[src/rtl/ctr_pkg.sv]
package ctr_pkg;

  typedef struct packed {
    logic       spare;
    logic       pr_sel;
    logic       latch_ctl;
    logic       dir_ctl;
    logic       dir_down;
    logic [1:0] clk_src;
    logic [1:0] en_ctl;
    logic [1:0] hw_src;
    logic [2:0] reload;
    logic       out_pol;
    logic       out_src;
  } mode_t;

  localparam logic [1:0] CLK_X1 = 2'd0;
  localparam logic [1:0] CLK_X2 = 2'd1;
  localparam logic [1:0] CLK_TB = 2'd2;
  localparam logic [1:0] CLK_X4 = 2'd3;

  localparam logic [2:0] RLD_TRAIN = 3'd1;
  localparam logic [2:0] RLD_INDEX = 3'd4;

  localparam logic [1:0] A_LO   = 2'd0;
  localparam logic [1:0] A_HI   = 2'd1;
  localparam logic [1:0] A_MODE = 2'd2;
  localparam logic [1:0] A_CMD  = 2'd3;

  localparam int CMD_CLR  = 15;
  localparam int CMD_LOAD = 14;
  localparam int CMD_ARM  = 3;

endpackage

[src/rtl/ctr_quad_dec.sv]
module ctr_quad_dec #(
  parameter int SYNC_N = 2
) (
  input  logic       clk,
  input  logic       rst_n,
  input  logic       a_in,
  input  logic       b_in,
  input  logic       idx_in,
  input  logic [1:0] res_sel,
  output logic       step,
  output logic       rev,
  output logic       idx_rise
);
  import ctr_pkg::*;

  logic [SYNC_N-1:0] sa, sb, si;
  logic [1:0] prev_ab;
  logic       prev_i;
  logic [1:0] cur_ab;
  logic       fwd, bwd, a_edge, x1_hit;

  always_ff @(posedge clk or negedge rst_n) begin
    if (!rst_n) begin
      sa <= '0; sb <= '0; si <= '0;
      prev_ab <= 2'b00; prev_i <= 1'b0;
    end else begin
      sa <= {sa[SYNC_N-2:0], a_in};
      sb <= {sb[SYNC_N-2:0], b_in};
      si <= {si[SYNC_N-2:0], idx_in};
      prev_ab <= cur_ab;
      prev_i  <= si[SYNC_N-1];
    end
  end

  assign cur_ab = {sa[SYNC_N-1], sb[SYNC_N-1]};

  always_comb begin
    fwd = ((prev_ab == 2'b00) && (cur_ab == 2'b01)) ||
          ((prev_ab == 2'b01) && (cur_ab == 2'b11)) ||
          ((prev_ab == 2'b11) && (cur_ab == 2'b10)) ||
          ((prev_ab == 2'b10) && (cur_ab == 2'b00));
    bwd = ((prev_ab == 2'b01) && (cur_ab == 2'b00)) ||
          ((prev_ab == 2'b11) && (cur_ab == 2'b01)) ||
          ((prev_ab == 2'b10) && (cur_ab == 2'b11)) ||
          ((prev_ab == 2'b00) && (cur_ab == 2'b10));
    a_edge = prev_ab[1] ^ cur_ab[1];
    x1_hit = (fwd && (prev_ab == 2'b01)) || (bwd && (prev_ab == 2'b11));
    unique case (res_sel)
      CLK_X4:  step = fwd | bwd;
      CLK_X2:  step = (fwd | bwd) & a_edge;
      CLK_X1:  step = x1_hit;
      default: step = 1'b0;
    endcase
  end

  assign rev      = bwd;
  assign idx_rise = si[SYNC_N-1] & ~prev_i;

endmodule

[src/rtl/ctr_core.sv]
module ctr_core #(
  parameter int CNT_W = 24
) (
  input  logic             clk,
  input  logic             rst_n,
  input  logic             step,
  input  logic             down,
  input  logic             run,
  input  logic             clr,
  input  logic             load,
  input  logic             arm,
  input  logic             idx_load,
  input  logic             train,
  input  logic [CNT_W-1:0] pr0,
  output logic [CNT_W-1:0] cnt,
  output logic             tc_flag
);
  localparam logic [CNT_W-1:0] ONE = CNT_W'(1);

  always_ff @(posedge clk or negedge rst_n) begin
    if (!rst_n) begin
      cnt     <= '0;
      tc_flag <= 1'b1;
    end else begin
      if (arm) tc_flag <= 1'b0;
      if (clr)            cnt <= '0;
      else if (load)      cnt <= pr0;
      else if (idx_load)  cnt <= pr0;
      else if (run && step) begin
        if (!down)             cnt <= cnt + ONE;
        else if (cnt != ONE)   cnt <= cnt - ONE;
        else if (train)        cnt <= pr0;
        else begin
          cnt <= '0;
          if (!arm) tc_flag <= 1'b1;
        end
      end
    end
  end

endmodule

[src/rtl/cnt_timer_chan.sv]
module cnt_timer_chan
  import ctr_pkg::*;
#(
  parameter int CNT_W  = 24,
  parameter int BUS_W  = 16,
  parameter int SYNC_N = 2
) (
  input  logic             clk,
  input  logic             rst_n,
  input  logic             bus_wr,
  input  logic             bus_rd,
  input  logic [1:0]       bus_addr,
  input  logic [BUS_W-1:0] bus_wdata,
  output logic [BUS_W-1:0] bus_rdata,
  input  logic             enc_a,
  input  logic             enc_b,
  input  logic             enc_idx,
  input  logic             tb_tick,
  input  logic             gate_in,
  output logic             cnt_out
);
  localparam int HI_W = CNT_W - BUS_W;

  mode_t             mode_q;
  logic [HI_W-1:0]   stage_q;
  logic [CNT_W-1:0]  lat_q, cnt_q, pr0_w, pr1_w;
  logic              rcap_q;
  logic              q_step, q_rev, idx_rise;
  logic              step_sel, down_sel, run, lvl;
  logic              wr_lo, wr_hi, wr_mode, wr_cmd, rd_lo;

  assign wr_lo   = bus_wr && (bus_addr == A_LO);
  assign wr_hi   = bus_wr && (bus_addr == A_HI);
  assign wr_mode = bus_wr && (bus_addr == A_MODE);
  assign wr_cmd  = bus_wr && (bus_addr == A_CMD);
  assign rd_lo   = bus_rd && (bus_addr == A_LO);

  always_ff @(posedge clk or negedge rst_n) begin
    if (!rst_n) begin
      mode_q  <= '0;
      stage_q <= '0;
      lat_q   <= '0;
    end else begin
      if (wr_mode) mode_q  <= mode_t'(bus_wdata);
      if (wr_hi)   stage_q <= bus_wdata[HI_W-1:0];
      if (!mode_q.latch_ctl && rd_lo)      lat_q <= cnt_q;
      else if (mode_q.latch_ctl && idx_rise) lat_q <= cnt_q;
    end
  end

  for (genvar g = 0; g < 2; g++) begin : g_pr
    logic [CNT_W-1:0] val;
    always_ff @(posedge clk or negedge rst_n) begin
      if (!rst_n) val <= '0;
      else if (wr_lo && (mode_q.pr_sel == 1'(g))) val <= {stage_q, bus_wdata};
    end
  end
  assign pr0_w = g_pr[0].val;
  assign pr1_w = g_pr[1].val;

  ctr_quad_dec #(.SYNC_N(SYNC_N)) dec_i (
    .clk(clk), .rst_n(rst_n), .a_in(enc_a), .b_in(enc_b), .idx_in(enc_idx),
    .res_sel(mode_q.clk_src), .step(q_step), .rev(q_rev), .idx_rise(idx_rise)
  );

  always_comb begin
    step_sel = (mode_q.clk_src == CLK_TB) ? tb_tick : q_step;
    if (mode_q.dir_ctl)                 down_sel = mode_q.dir_down;
    else if (mode_q.clk_src == CLK_TB)  down_sel = 1'b0;
    else                                down_sel = q_rev;
    unique case (mode_q.en_ctl)
      2'd0:    run = 1'b0;
      2'd1:    run = 1'b1;
      default: begin
        unique case (mode_q.hw_src)
          2'd0:    run = gate_in;
          2'd1:    run = ~gate_in;
          2'd2:    run = rcap_q;
          default: run = ~rcap_q;
        endcase
      end
    endcase
  end

  ctr_core #(.CNT_W(CNT_W)) core_i (
    .clk(clk), .rst_n(rst_n), .step(step_sel), .down(down_sel), .run(run),
    .clr(wr_cmd && bus_wdata[CMD_CLR]), .load(wr_cmd && bus_wdata[CMD_LOAD]),
    .arm(wr_cmd && bus_wdata[CMD_ARM]),
    .idx_load((mode_q.reload == RLD_INDEX) && idx_rise),
    .train(mode_q.reload == RLD_TRAIN), .pr0(pr0_w),
    .cnt(cnt_q), .tc_flag(rcap_q)
  );

  always_comb begin
    unique case (bus_addr)
      A_LO:    bus_rdata = mode_q.latch_ctl ? lat_q[BUS_W-1:0] : cnt_q[BUS_W-1:0];
      A_HI:    bus_rdata = {{(BUS_W-HI_W){1'b0}}, lat_q[CNT_W-1:BUS_W]};
      A_MODE:  bus_rdata = mode_q;
      default: bus_rdata = '0;
    endcase
  end

  assign lvl     = mode_q.out_src ? ((cnt_q != '0) && (cnt_q <= pr1_w)) : rcap_q;
  assign cnt_out = lvl ^ mode_q.out_pol;

endmodule

[config.mk]
export PLATFORM = sky130hd
export DESIGN_NAME = cnt_timer_chan
export DESIGN_NICKNAME = d
export VERILOG_FILES = /design/src/rtl/ctr_pkg.sv /design/src/rtl/ctr_quad_dec.sv /design/src/rtl/ctr_core.sv /design/src/rtl/cnt_timer_chan.sv
export SDC_FILE = /design/constraint.sdc
export NUM_CORES = 1
export LEC_CHECK = 0
export BUFFER_PORTS_ARGS = -buffer_cell sky130_fd_sc_hd__buf_2
export CAP_MARGIN = 20
export CORE_ASPECT_RATIO = 1.1
export CORE_MARGIN = 2
export CORE_UTILIZATION = 40
export CTS_CLUSTER_DIAMETER = 100
export DETAILED_ROUTE_END_ITERATION = 8
export PLACE_DENSITY = 0.55
export SYNTH_ARGS = -nofsm -noshare
export SYNTH_HDL_FRONTEND = slang
export SYNTH_SLANG_ARGS = --single-unit
[constraint.sdc]
create_clock -name clk -period 2.7 [get_ports clk]
set_clock_uncertainty 0.15 [all_clocks]
set_input_delay 0.135 -clock clk [delete_from_list [all_inputs] [get_ports clk]]
set_output_delay 0.135 -clock clk [all_outputs]
set_load 0.01 [all_outputs]
# Word level (Yosys, flattened, before mapping)
# Cells that the tools add are included.
dict set report op_classes {
  addsub 2
  magnitude_cmp 1
  eq_ne 18
  n_mux 27
  n_bitwise 9
  reduce_logical 42
}
# cell n
set op_table {}
lappend op_table {{$mux W24} 9}
lappend op_table {{$pmux W16 S3} 1}
lappend op_table {{$logic_and A1 B1 Y1} 25}
lappend op_table {{$add A24 B1 Y24 const B} 1}
lappend op_table {{$le A24 B24 Y1} 1}
lappend op_table {{$ne A24 B1 Y1 const B} 1}
lappend op_table {{$reduce_bool A24 Y1} 1}
lappend op_table {{$sub A24 B1 Y24 const B} 1}
lappend op_table {{$eq A2 B2 Y1 const B} 9}
lappend op_table {{$mux W16} 1}
lappend op_table {{$mux W1} 13}
lappend op_table {{$eq A2 B1 Y1 const B} 6}
lappend op_table {{$logic_not A2 Y1} 6}
lappend op_table {{$logic_or A1 B1 Y1} 7}
lappend op_table {{$pmux W1 S3} 2}
lappend op_table {{$not A1 Y1} 4}
lappend op_table {{$reduce_bool A4 Y1} 1}
lappend op_table {{$eq A3 B1 Y1 const B} 1}
lappend op_table {{$eq A3 B3 Y1 const B} 1}
lappend op_table {{$and A1 B1 Y1} 2}
lappend op_table {{$pmux W1 S2} 1}
lappend op_table {{$reduce_bool A2 Y1} 1}
lappend op_table {{$xor A1 B1 Y1} 2}
lappend op_table {{$logic_not A1 Y1} 1}
lappend op_table {{$or A1 B1 Y1} 1}
dict set report word_totals {
  regBits 130
  in_bits 27
  out_inout_bits 17
  wordCells 121
}

# Logic depth before layout (Yosys ltp)
# Gate-level depths: netlist of the first run.
dict set report logic_depth {
  word_depth 14
  mapped_depth 10
  mapped_depth_nobuf 8
}

# Hierarchy
# From an unflattened synthesis of the first run, not the netlist that was laid out.
dict set report hier_totals {
  hier_cells 812
  hier_area_um2 7807.5
}
# mod n_inst cells_each area_each_um2 seq_area_each_um2
set by_module_without_submodules {}
lappend by_module_without_submodules {cnt_timer_chan 1 430 4847.1 2402.3}
lappend by_module_without_submodules {ctr_core 1 362 2663.8 626.9}
lappend by_module_without_submodules {ctr_quad_dec 1 20 296.5 225.2}

# Least setup slack after synthesis of the first run
# Ideal clock, no wire load.
dict set report synth_timing {
  path_type {reg-to-reg}
  from {register core_i.cnt[11]}
  to {register core_i.cnt[7]}
  setup_ns 0.126
  arrival_time_ns 2.116
  t_required_ns 2.424
  slack_ns 0.308
  stages_incl_launch_ff 9
  path_buffers 2
  period_less_slack_ns 2.392
  path_cell_list {dfrtp_1 > buf_2 > nor4_2 > nand3_1 > or3_1 > clkbuf_1 > a311oi_1 > nor3_1 > a221o_1}
}
dict set report synth_via {
  elab_chain_cells 7
}
# item line
set synth_lines {}
lappend synth_lines {{start: declaration} ctr_core.sv:15} ;# output logic [CNT_W-1:0] cnt,
lappend synth_lines {{start signal: assignment} ctr_core.sv:27} ;# else if (load) cnt <= pr0;
lappend synth_lines {{start signal: assignment} ctr_core.sv:28} ;# else if (idx_load) cnt <= pr0;
lappend synth_lines {{start signal: assignment} ctr_core.sv:30} ;# if (!down) cnt <= cnt + ONE;
lappend synth_lines {{$ne A24 B1 Y1} ctr_core.sv:31} ;# else if (cnt != ONE) cnt <= cnt - ONE;
lappend synth_lines {{$mux W24} ctr_core.sv:31}
lappend synth_lines {{$mux W24} ctr_core.sv:30}
lappend synth_lines {{$mux W24} ctr_core.sv:29} ;# else if (run && step) begin
lappend synth_lines {{$mux W24} ctr_core.sv:28}
lappend synth_lines {{$mux W24} ctr_core.sv:27}
lappend synth_lines {{$mux W24} ctr_core.sv:26} ;# if (clr) cnt <= '0;
# No other way between the ends. The select of a mux whose other input is x is not followed.
# A chain may end at the register's enable or synchronous reset.

# Worst setup path after layout of the first run
dict set report layout_timing {
  from {register core_i.cnt[18]}
  to {output cnt_out}
}
dict set report layout_via {
  elab_chain_cells 4
  word_cells_on_any_way 5
  cone_classes {1 x order compare; 1 x mux; 1 x bitwise; 2 x reduce/logical}
}
# item line
set layout_lines {}
lappend layout_lines {{$le A24 B24 Y1 or $reduce_bool A24 Y1 (tied branches)} cnt_timer_chan.sv:103} ;# assign lvl = mode_q.out_src ? ((cnt_q != '0) && (cnt_q <= pr1_w)) : rcap_q;
lappend layout_lines {{$logic_and A1 B1 Y1 *} cnt_timer_chan.sv:103}
lappend layout_lines {{$mux W1 *} cnt_timer_chan.sv:103}
lappend layout_lines {{$xor A1 B1 Y1 *} cnt_timer_chan.sv:104} ;# assign cnt_out = lvl ^ mode_q.out_pol;
lappend layout_lines {{end: declaration} cnt_timer_chan.sv:20} ;# output logic cnt_out
# Every way passes the cells marked *; elsewhere a longest branch is shown, timed or not.

==> impl_metrics.env, run 1 <==
export IMPL_hold_path_startpoint="bus_addr[0]"
export IMPL_cp_required_ns=2.41
export IMPL_worstSetupStartpoint="core_i.cnt[18]$_DFFE_PN0P_"
export IMPL_critPathSlowestCell="or4_4"
export IMPL_synth_top_family_by_area="simple AND/OR/NAND/NOR gates"
export IMPL_io_pin_count=44
export IMPL_synth_most_common_cell="dfrtp_1"
export IMPL_wire_per_inst_um=21.5
export IMPL_power_leakage_nw=4.00
export IMPL_use_met1=0.339
export IMPL_grt_pass1_wl_um=38200
export IMPL_synth_nets=818
export IMPL_hold_violations=0
export IMPL_setup_viol=1
export IMPL_numCtsBuffers=17
export IMPL_io_buffers=43
export IMPL_holdWs_ns=0.0160
export IMPL_synthFlopType="dfrtp_1"
export IMPL_clock_sinks=130
export IMPL_worstSetupStartpointType="register"
export IMPL_place_detailed_hpwl_um=17400
export IMPL_syn_to_final_growth_pct=24.0
export IMPL_hold_class="primary input to register"
export IMPL_multiInputGateArea_um2=4030
export IMPL_crit_chain="or4_4, or3_4, nand3_1, o21ai_0, nor3_2, buf_2"
export IMPL_drtAntennaViolNets=0
export IMPL_syn_area_um2=7470
export IMPL_via_per_inst=5.88
export IMPL_drtIter0Drc=677
export IMPL_grtUsageMet2=0.402
export IMPL_tightest_slew_ns=0.720
export IMPL_synth_compound_area_frac=0.159
export IMPL_fillers=1716
export IMPL_overflow=0
export IMPL_min_period_ns=2.71
export IMPL_grt_max_degree=68
export IMPL_max_clock_freq_mhz=369
export IMPL_rows=52
export IMPL_synth_mux_area_fraction=0.131
export IMPL_rsz0062_at_grt="yes"
export IMPL_regArea_um2=3260
export IMPL_crit_path_max_fanout=6
export IMPL_die_w_um=134
export IMPL_drive_gt1_frac=0.286
export IMPL_coreArea_um2=18300
export IMPL_cap_violations=0
export IMPL_nets=916
export IMPL_firstDrtPassIters=5
export IMPL_grt_antenna_before_repair=0
export IMPL_grt_pass1_vias=6802
export IMPL_h_tree_depth=4
export IMPL_pwr_density_cell_nw_per_um2=999
export IMPL_cts_tree="built"
export IMPL_slew_headroom=0.520
export IMPL_crit_buf_inv=1
export IMPL_start_util=0.407
export IMPL_syn_avg_cell_area_um2=9.79
export IMPL_drc=0
export IMPL_ctsRootBufferMaster="clkbuf_16"
export IMPL_clkTransAtPathRegs_ns=0.06
export IMPL_totalWireLength_um=24100
export IMPL_ys_seq_area_frac=0.436
export IMPL_synth_top_area_frac=0.432
export IMPL_cp_top_family="simple AND/OR/NAND/NOR gates"
export IMPL_synth_largest_area_cell="dfrtp_1"
export IMPL_synth_simple_gate_area_share=0.162
export IMPL_synth_cells=763
export IMPL_dieArea_um2=19800
export IMPL_gp_congestion=0.937
export IMPL_yosys_warnings=0
export IMPL_track_usage=0.254
export IMPL_cts_buffer_depth=2
export IMPL_r2r_start="core_i.cnt[0]$_DFFE_PN0P_"
export IMPL_setup_slack_ns=-0.0135
export IMPL_async_reset_ff_frac=1.00
export IMPL_synth_area_leaders="dfrtp_1 43%, mux2_2 11%, ha_1 4.7%"
export IMPL_synthXorXnorAreaFrac=0.0211
export IMPL_n_antenna_cell=0
export IMPL_gr_max_usage_layer="met2"
export IMPL_vdd_ir_drop_max_uv=509
export IMPL_crit_arrival_ns=2.43
export IMPL_route_vias_total=6569
export IMPL_status="finished, violations left"
export IMPL_drv_slew=0
export IMPL_timing_final_crit_share=1.01
export IMPL_synthTopCellsByCount="129 x dfrtp_1, 70 x mux2_2, 68 x nand2_1"
export IMPL_power_total_mw=9.25
export IMPL_endpoint_kind="output pin"
export IMPL_path_class="register to output pin"
export IMPL_violations="negative setup slack"
export IMPL_synth_edf_count=0
export IMPL_fp_dieH_um=147
export IMPL_yosysUniqueCellTypes=67
export IMPL_insertion_delay_ns=0.42
export IMPL_critPathMaxStageDelay_ns=0.58
export IMPL_synth_fa_ha_area_frac=0.0469
export IMPL_met3_usage=0.0490
export IMPL_synth_seq_cells=130
==> timing repair <==
item	in CTS	in global routing
setup buffers	5	1
hold endpoints to repair	121	0
gates resized for setup	14	9
endpoints found under the setup margin	1	4
pin swaps	8	4
hold buffers	21	0
==> power by group <==
part / switching [mW] / internal [mW]
clock: 0.926 / 1.44
sequential: 0.542 / 2.60
combinational: 2.09 / 1.66
total: 3.55 / 5.70
==> kinds of logic after synthesis <==
kind of cell / count (synthesis)
simple gates: 233
buf+inv: 84
xor+xnor: 18
compound gates: 181
flops: 130
mux: 89
fa+ha+maj: 28
==> cells in the final DEF, fill, tap and decap left out, drive strengths merged, types with 5 or more instances in the layout <==
master	count
xor2	8
or3	6
xnor2	10
clkbuf	21
nand3	31
a311oi	5
nor3	21
a22oi	8
mux2	70
inv	34
a21oi	36
nor2	42
o21ai	62
o31ai	7
nor4	11
mux2i	19
nand4	15
a31oi	9
nor2b	5
dlygate4sd3	21
a22o	6
ha	28
buf	112
a221o	11
dfrtp	129
nand2	69
a21o	6
==> metal layers <==
metal	up-vias	part of all wire
met2	267	0.47
met1	3252	0.43
met4	0	0.033
li1	2996	-
met3	54	0.065
met5	-	0
==> state kept, by name, indices dropped and copies added, names as in the netlist, 2 cells and up <==
signal	count
g_pr.val	48
core_i.cnt	24
lat_q	24
mode_q	16
stage_q	8
dec_i.prev_ab	2
dec_i.sa	2
dec_i.sb	2
dec_i.si	2
==> path summary, 6_finish.rpt <==
check / slack (ns) / to / depth (start not counted)
setup / recovery: -0.01 / cnt_out / 6
hold / removal: 0.02 / core_i.tc_flag$_DFF_PN1_ / 3
setup reg to reg: 0.13 / core_i.cnt[18]$_DFFE_PN0P_ / 9
hold reg to reg: 0.20 / dec_i.si[1]$_DFF_PN0_ / 0
max in group asynchronous: 1.48 / core_i.cnt[23]$_DFFE_PN0P_ / 3
min in group asynchronous: 0.17 / g_pr[1].val[8]$_DFFE_PN0P_ / 2
==> worst register-to-register path: stages, from the launching register on <==
cell and delay (ns):
dfrtp_2 0.47, buf_4 0.16, ha_1 0.28, nand3_1 0.16, nor4_1 0.45, buf_4 0.24
nand3_1 0.09, xor2_1 0.13, nand2_1 0.07, a31o_2 0.26
==> stage by stage <==
stage	util	TNS [ns]	std cells	area (µm²)	setup slack [ns]
after global placement	0.452	0	1058	8290	0.118
after CTS	0.502	0	1116	9210	0.000145
final	0.505	-0.0135	1117	9260	-0.0135
after detailed placement	0.452	0	1058	8290	0.0638
after floorplan	-	0	763	7470	0.308
after global routing	0.505	-0.106	1117	9260	-0.106
==> area by class of cell <==
class / count / area share
multi-input combinational: 549 / 0.435
sequential: 130 / 0.352
timing repair buffer: 133 / 0.104
clock buffer: 21 / 0.0508
tap: 243 / 0.0328
clock inverter: 11 / 0.0135
inverter: 30 / 0.0122
No activity file was read; power rests on OpenSTA's default activity.
==> run 2: changes to the inputs <==
--- a/config.mk
+++ b/config.mk
@@ -13,6 +13,8 @@
 export CTS_CLUSTER_DIAMETER = 100
 export DETAILED_ROUTE_END_ITERATION = 8
 export PLACE_DENSITY = 0.55
+export SETUP_SLACK_MARGIN = 0.1
+export SLEW_MARGIN = 20
 export SYNTH_ARGS = -nofsm -noshare
 export SYNTH_HDL_FRONTEND = slang
 export SYNTH_SLANG_ARGS = --single-unit
==> run 2 against run 1 <==
The flow still finishes with violations (negative setup slack). Critical endpoint unchanged. Clock-buffer cell count did not move. Critical path depth grew 2. Sequential share of layout area shrank 0.28 points. Worst setup slack got worse by 0.065 ns. Largest cell class unchanged. Critical path type unchanged. Highest routed layer unchanged.
==> impl_metrics.env, run 2 (synthesized netlist as in run 1, its figures left out) <==
export IMPL_status="finished, violations left"
export IMPL_violations="negative setup slack"
export IMPL_critPathMaxStageDelay_ns=0.45
export IMPL_tightest_slew_ns=0.758
export IMPL_layout_common_cells="123 x dfrtp_1, 73 x buf_4, 70 x mux2_2"
export IMPL_grt_pass1_vias=6817
export IMPL_gp_congestion=0.937
export IMPL_rrSetupSlack_ns=0.07
export IMPL_rows=52
export IMPL_drc=0
export IMPL_r2r_start="core_i.cnt[19]$_DFFE_PN0P_"
export IMPL_power_leakage_nw=4.02
export IMPL_route_vias_total=6646
export IMPL_syn_to_final_growth_pct=25.1
export IMPL_fillers=1708
export IMPL_crit_chain="ha_4, nand4_1, buf_4, nor4_4, o31ai_2, and4_1, nor3_2, buf_2"
export IMPL_hold_class="primary input to register"
export IMPL_drive_gt1_frac=0.297
export IMPL_die_w_um=134
export IMPL_min_period_ns=2.78
export IMPL_hold_violations=0
export IMPL_drtIter0Drc=641
export IMPL_cp_required_ns=2.41
export IMPL_cts_tree="built"
export IMPL_fp_dieH_um=147
export IMPL_dp_cells=1058
export IMPL_totalWireLength_um=24200
export IMPL_reg_top3="g_pr.val x48, core_i.cnt x24, lat_q x24"
export IMPL_regMostFlops="g_pr.val"
export IMPL_drv_slew=0
export IMPL_pre_cts_slack_ns=0.0638
export IMPL_regArea_um2=3260
export IMPL_fin_setup_tns_ns=-0.0785
export IMPL_ctsRootBufferMaster="clkbuf_16"
export IMPL_final_cell_area_um2=9340
export IMPL_numCtsBuffers=17
export IMPL_power_total_mw=9.37
export IMPL_endpoint_kind="output pin"
export IMPL_grt_max_degree=68
export IMPL_path_class="register to output pin"
export IMPL_largest_reg_flops=48
export IMPL_worstSetupStartpoint="core_i.cnt[17]$_DFFE_PN0P_"
export IMPL_track_usage=0.255
export IMPL_final_common_cell="dfrtp_1"
export IMPL_pwr_density_cell_nw_per_um2=1000
export IMPL_grt_pass1_wl_um=38300
export IMPL_placement_cell_area_um2=8290
export IMPL_firstDrtPassIters=5
export IMPL_drtAntennaViolNets=0
export IMPL_overflow=0
export IMPL_postLayoutCoreUtil=0.509
export IMPL_start_util=0.407
export IMPL_vdd_ir_drop_max_uv=512
export IMPL_setup_slack_ns=-0.0785
export IMPL_crit_arrival_ns=2.49
export IMPL_grt_antenna_before_repair=0
export IMPL_wire_per_inst_um=21.6
export IMPL_worstSetupStartpointType="register"
export IMPL_via_per_inst=5.92
export IMPL_slew_headroom=0.494
export IMPL_cap_violations=0
export IMPL_coreArea_um2=18300
export IMPL_place_detailed_hpwl_um=17400
export IMPL_setup_viol=1
export IMPL_clkTransAtPathRegs_ns=0.06
export IMPL_hold_path_startpoint="bus_addr[0]"
export IMPL_holdWs_ns=0.0144
export IMPL_final_cells=1122
export IMPL_crit_path_max_fanout=5
export IMPL_n_antenna_cell=0
export IMPL_timing_final_crit_share=1.03
export IMPL_dieArea_um2=19800
export IMPL_multiInputGateArea_um2=4070
export IMPL_max_clock_freq_mhz=360
export IMPL_insertion_delay_ns=0.42
export IMPL_cts_buffer_depth=2
export IMPL_clock_sinks=130
export IMPL_io_pin_count=44
export IMPL_rsz0062_at_grt="yes"
export IMPL_io_buffers=43
export IMPL_critPathSlowestCell="dfrtp_1"
export IMPL_h_tree_depth=4
export IMPL_nets=921
==> run 2: changes by cell type in the layout (fill, tap and decap cells not counted), sizes merged <==
cell  change
buf       +5
==> run 2: worst max-delay path: cells and delay by family, from the launching register on <==
kind | cells | cell delay [ns]
and+or+nand+nor | 4 | 0.84
DFF | 1 | 0.45
buffers and inverters | 2 | 0.34
adders and majority gates | 1 | 0.31
AOI/OAI and AO/OA | 1 | 0.14
==> run 2: path summary, 6_finish.rpt <==
path | endpoint | cells past startpoint
setup / recovery | cnt_out | 8
hold / removal | core_i.tc_flag$_DFF_PN1_ | 3
setup reg to reg | core_i.cnt[7]$_DFFE_PN0P_ | 6
hold reg to reg | dec_i.si[1]$_DFF_PN0_ | 0
max in group asynchronous | core_i.cnt[23]$_DFFE_PN0P_ | 3
min in group asynchronous | g_pr[0].val[17]$_DFFE_PN0P_ | 2
==> run 2: per-layer routing <==
layer  up-vias  GRT usage  part of all wire
li1       2998          -                 -
met1      3310      0.339              0.42
met2       278      0.403              0.47
met3        60     0.0514             0.075
met4         0      0.111             0.034
met5         -          0                 0
==> run 2: power by group <==
group	leakage, nW	switching, mW	internal [mW]
combinational	2.15	2.12	1.73
sequential	1.58	0.549	2.60
clock	0.291	0.932	1.44
==> run 2: timing repair <==
action                                  4_1_cts  5_1_grt
pin swaps                                    10        4
endpoints found under the setup margin        3       19
gates resized for setup                      17       13
hold buffers                                 21        0
setup buffers                                 8        3
hold endpoints to repair                    121        0
==> run 2: cell type report <==
type / count / share of cell area
clock inverter: 11 / 0.0134
multi-input combinational: 549 / 0.435
timing repair buffer: 138 / 0.107
tap: 243 / 0.0326
clock buffer: 21 / 0.0504
inverter: 30 / 0.0121
sequential: 130 / 0.349
==> run 3: changes to the inputs <==
--- a/config.mk
+++ b/config.mk
@@ -9,10 +9,11 @@
 export CAP_MARGIN = 20
 export CORE_ASPECT_RATIO = 1.1
 export CORE_MARGIN = 2
-export CORE_UTILIZATION = 40
+export CORE_UTILIZATION = 62
 export CTS_CLUSTER_DIAMETER = 100
 export DETAILED_ROUTE_END_ITERATION = 8
-export PLACE_DENSITY = 0.55
+export PLACE_DENSITY = 0.8
+export RECOVER_POWER = 50
 export SETUP_SLACK_MARGIN = 0.1
 export SLEW_MARGIN = 20
 export SYNTH_ARGS = -nofsm -noshare
==> run 3 against run 2 <==
The flow finishes with violations (max-capacitance violations, max-slew violations, negative setup slack). Via count rose by 4.4%. Die area fell by 35%. Final cell count fell by 7.5%. Critical path depth did not move. Clock-buffer cell count fell by 2. Sequential power rose by 1%. Sequential cell count did not move. Design area rose by 0.17%. Register-to-register slack improved by 0.09 ns. Worst setup slack got worse by 0.067 ns. Utilization rose by 28 points. Largest power group unchanged.
==> impl_metrics.env, run 3 (synthesized netlist as in run 1, its figures left out) <==
export IMPL_grt_pass1_wl_um=38000
export IMPL_r2r_cells=7
export IMPL_drc=0
export IMPL_hold_violations=0
export IMPL_cts_buffer_depth=2
export IMPL_r2r_end="core_i.cnt[18]$_DFFE_PN0P_"
export IMPL_cp_required_ns=2.41
export IMPL_holdWs_ns=0.0720
export IMPL_h_tree_depth=4
export IMPL_cts_tree="built"
export IMPL_rrSetupSlack_ns=0.16
export IMPL_route_vias_total=6941
export IMPL_drive_gt1_frac=0.310
export IMPL_gp_congestion=1.01
export IMPL_largest_reg_flops=48
export IMPL_tightest_slew_ns=1.58
export IMPL_postLayoutCoreUtil=0.788
export IMPL_grt_antenna_before_repair=0
export IMPL_io_pin_count=44
export IMPL_ctsRootBufferMaster="clkbuf_16"
export IMPL_die_w_um=109
export IMPL_n_antenna_cell=0
export IMPL_drv_slew=27
export IMPL_pre_cts_slack_ns=-0.0981
export IMPL_worstSetupStartpoint="core_i.cnt[14]$_DFFE_PN0P_"
export IMPL_numCtsBuffers=17
export IMPL_status="finished, violations left"
export IMPL_fp_dieH_um=119
export IMPL_timing_final_crit_share=1.05
export IMPL_track_usage=0.396
export IMPL_pwr_density_cell_nw_per_um2=1040
export IMPL_drtAntennaViolNets=0
export IMPL_drtIter0Drc=584
export IMPL_r2r_start="dec_i.prev_ab[0]$_DFF_PN0_"
export IMPL_setup_viol=1
export IMPL_coreArea_um2=11900
export IMPL_grt_pass1_vias=6971
export IMPL_violations="max-capacitance violations, max-slew violations, negative setup slack"
export IMPL_syn_to_final_growth_pct=25.3
export IMPL_cap_violations=1
export IMPL_rows=42
export IMPL_max_clock_freq_mhz=351
export IMPL_clkTransAtPathRegs_ns=0.06
export IMPL_crit_arrival_ns=2.56
export IMPL_reg_top3="g_pr.val x48, core_i.cnt x24, lat_q x24"
export IMPL_totalWireLength_um=24500
export IMPL_clock_sinks=130
export IMPL_vdd_ir_drop_max_uv=619
export IMPL_path_class="register to output pin"
export IMPL_setup_slack_ns=-0.146
export IMPL_firstDrtPassIters=8
export IMPL_final_common_cell="dfrtp_1"
export IMPL_overflow=0
export IMPL_power_leakage_nw=4.08
export IMPL_hold_class="primary input to register"
export IMPL_insertion_delay_ns=0.43
export IMPL_via_per_inst=6.69
export IMPL_place_detailed_hpwl_um=16600
export IMPL_fin_setup_tns_ns=-0.146
export IMPL_start_util=0.629
export IMPL_slew_headroom=-0.0525
export IMPL_worstSetupEndpoint="cnt_out"
export IMPL_nets=926
export IMPL_crit_path_max_fanout=4
export IMPL_rsz0062_at_grt="yes"
export IMPL_min_period_ns=2.85
export IMPL_regMostFlops="g_pr.val"
export IMPL_endpoint_kind="output pin"
export IMPL_layout_common_cells="120 x dfrtp_1, 71 x buf_4, 70 x mux2_2"
export IMPL_grt_max_degree=52
export IMPL_io_buffers=43
export IMPL_wire_per_inst_um=23.6
export IMPL_dieArea_um2=12900
export IMPL_worstSetupStartpointType="register"
## run 3: changes by cell type in the layout (fill, tap and decap cells not counted), sizes merged
cell | before | now
bufinv | 2 | 3
buf | 117 | 118
clkbuf | 21 | 23
clkinvlp | 2 | 0
clkinv | 3 | 6
## run 3: repair_timing
action                                  CTS  global route
pin swaps                                 8             7
hold buffers                             21             0
resized for setup                        21            23
buffers inserted                         14             5
hold endpoints to repair                189             0
endpoints found under the setup margin    1            17
cloned                                    0             0
## run 3: cell type report
| class | count | area (µm²) |
|---|---|---|
| Fill cell | 750 | 2520 |
| Timing Repair Buffer | 143 | 1040 |
| Multi-Input combinational cell | 549 | 4130 |
| Tap cell | 154 | 193 |
| Sequential cell | 130 | 3270 |
| Clock inverter | 13 | 174 |
| Inverter | 30 | 113 |
| Clock buffer | 19 | 443 |
## run 3: layer usage
layer  global-route usage  up-vias  share of wire  wire length [µm]
met1                0.535     3400           0.40              9790
met4                0.174        0          0.043              1050
met3               0.0903      100          0.091              2230
met2                0.609      422           0.47             11500
met5                    0        -              0                 0
li1                     -     3019              -                 -
## run 3: worst min path at each step
stage / end / from / cells past startpoint / slack (ns)
finish: core_i.tc_flag$_DFF_PN1_ / bus_wr / 3 / 0.07
detailed placement: g_pr[1].val[11]$_DFFE_PN0P_ / rst_n / 1 / -0.07
global route: core_i.tc_flag$_DFF_PN1_ / bus_wr / 3 / 0.08
CTS: g_pr[1].val[12]$_DFFE_PN0P_ / rst_n / 2 / 0.03
global placement: g_pr[1].val[11]$_DFFE_PN0P_ / rst_n / 1 / -0.07
floorplan: core_i.cnt[0]$_DFFE_PN0P_ / rst_n / 0 / -0.31
## run 3: critical path, cell delays in order, from the launching register on
cell	delay, ns
dfrtp_2	0.46
ha_4	0.30
nand4_1	0.15
buf_4	0.18
nor4_4	0.36
o31ai_2	0.14
and4_1	0.23
nor3_2	0.15
buf_2	0.17
## run 3: report_power, final
group	switching (mW)	internal (mW)
logic	2.28	1.87
registers	0.581	2.61
clock network	0.929	1.49
total	3.78	5.97
## run 3: metrics by stage
stage	std cells	total power, mW	cell area (µm²)
3_3_place_gp	966	6.46	8170
3_5_place_dp	966	6.62	8170
2_1_floorplan	763	5.29	7470
6_report	1038	9.75	9360
5_1_grt	1038	10.2	9360
4_1_cts	1033	9.36	9210
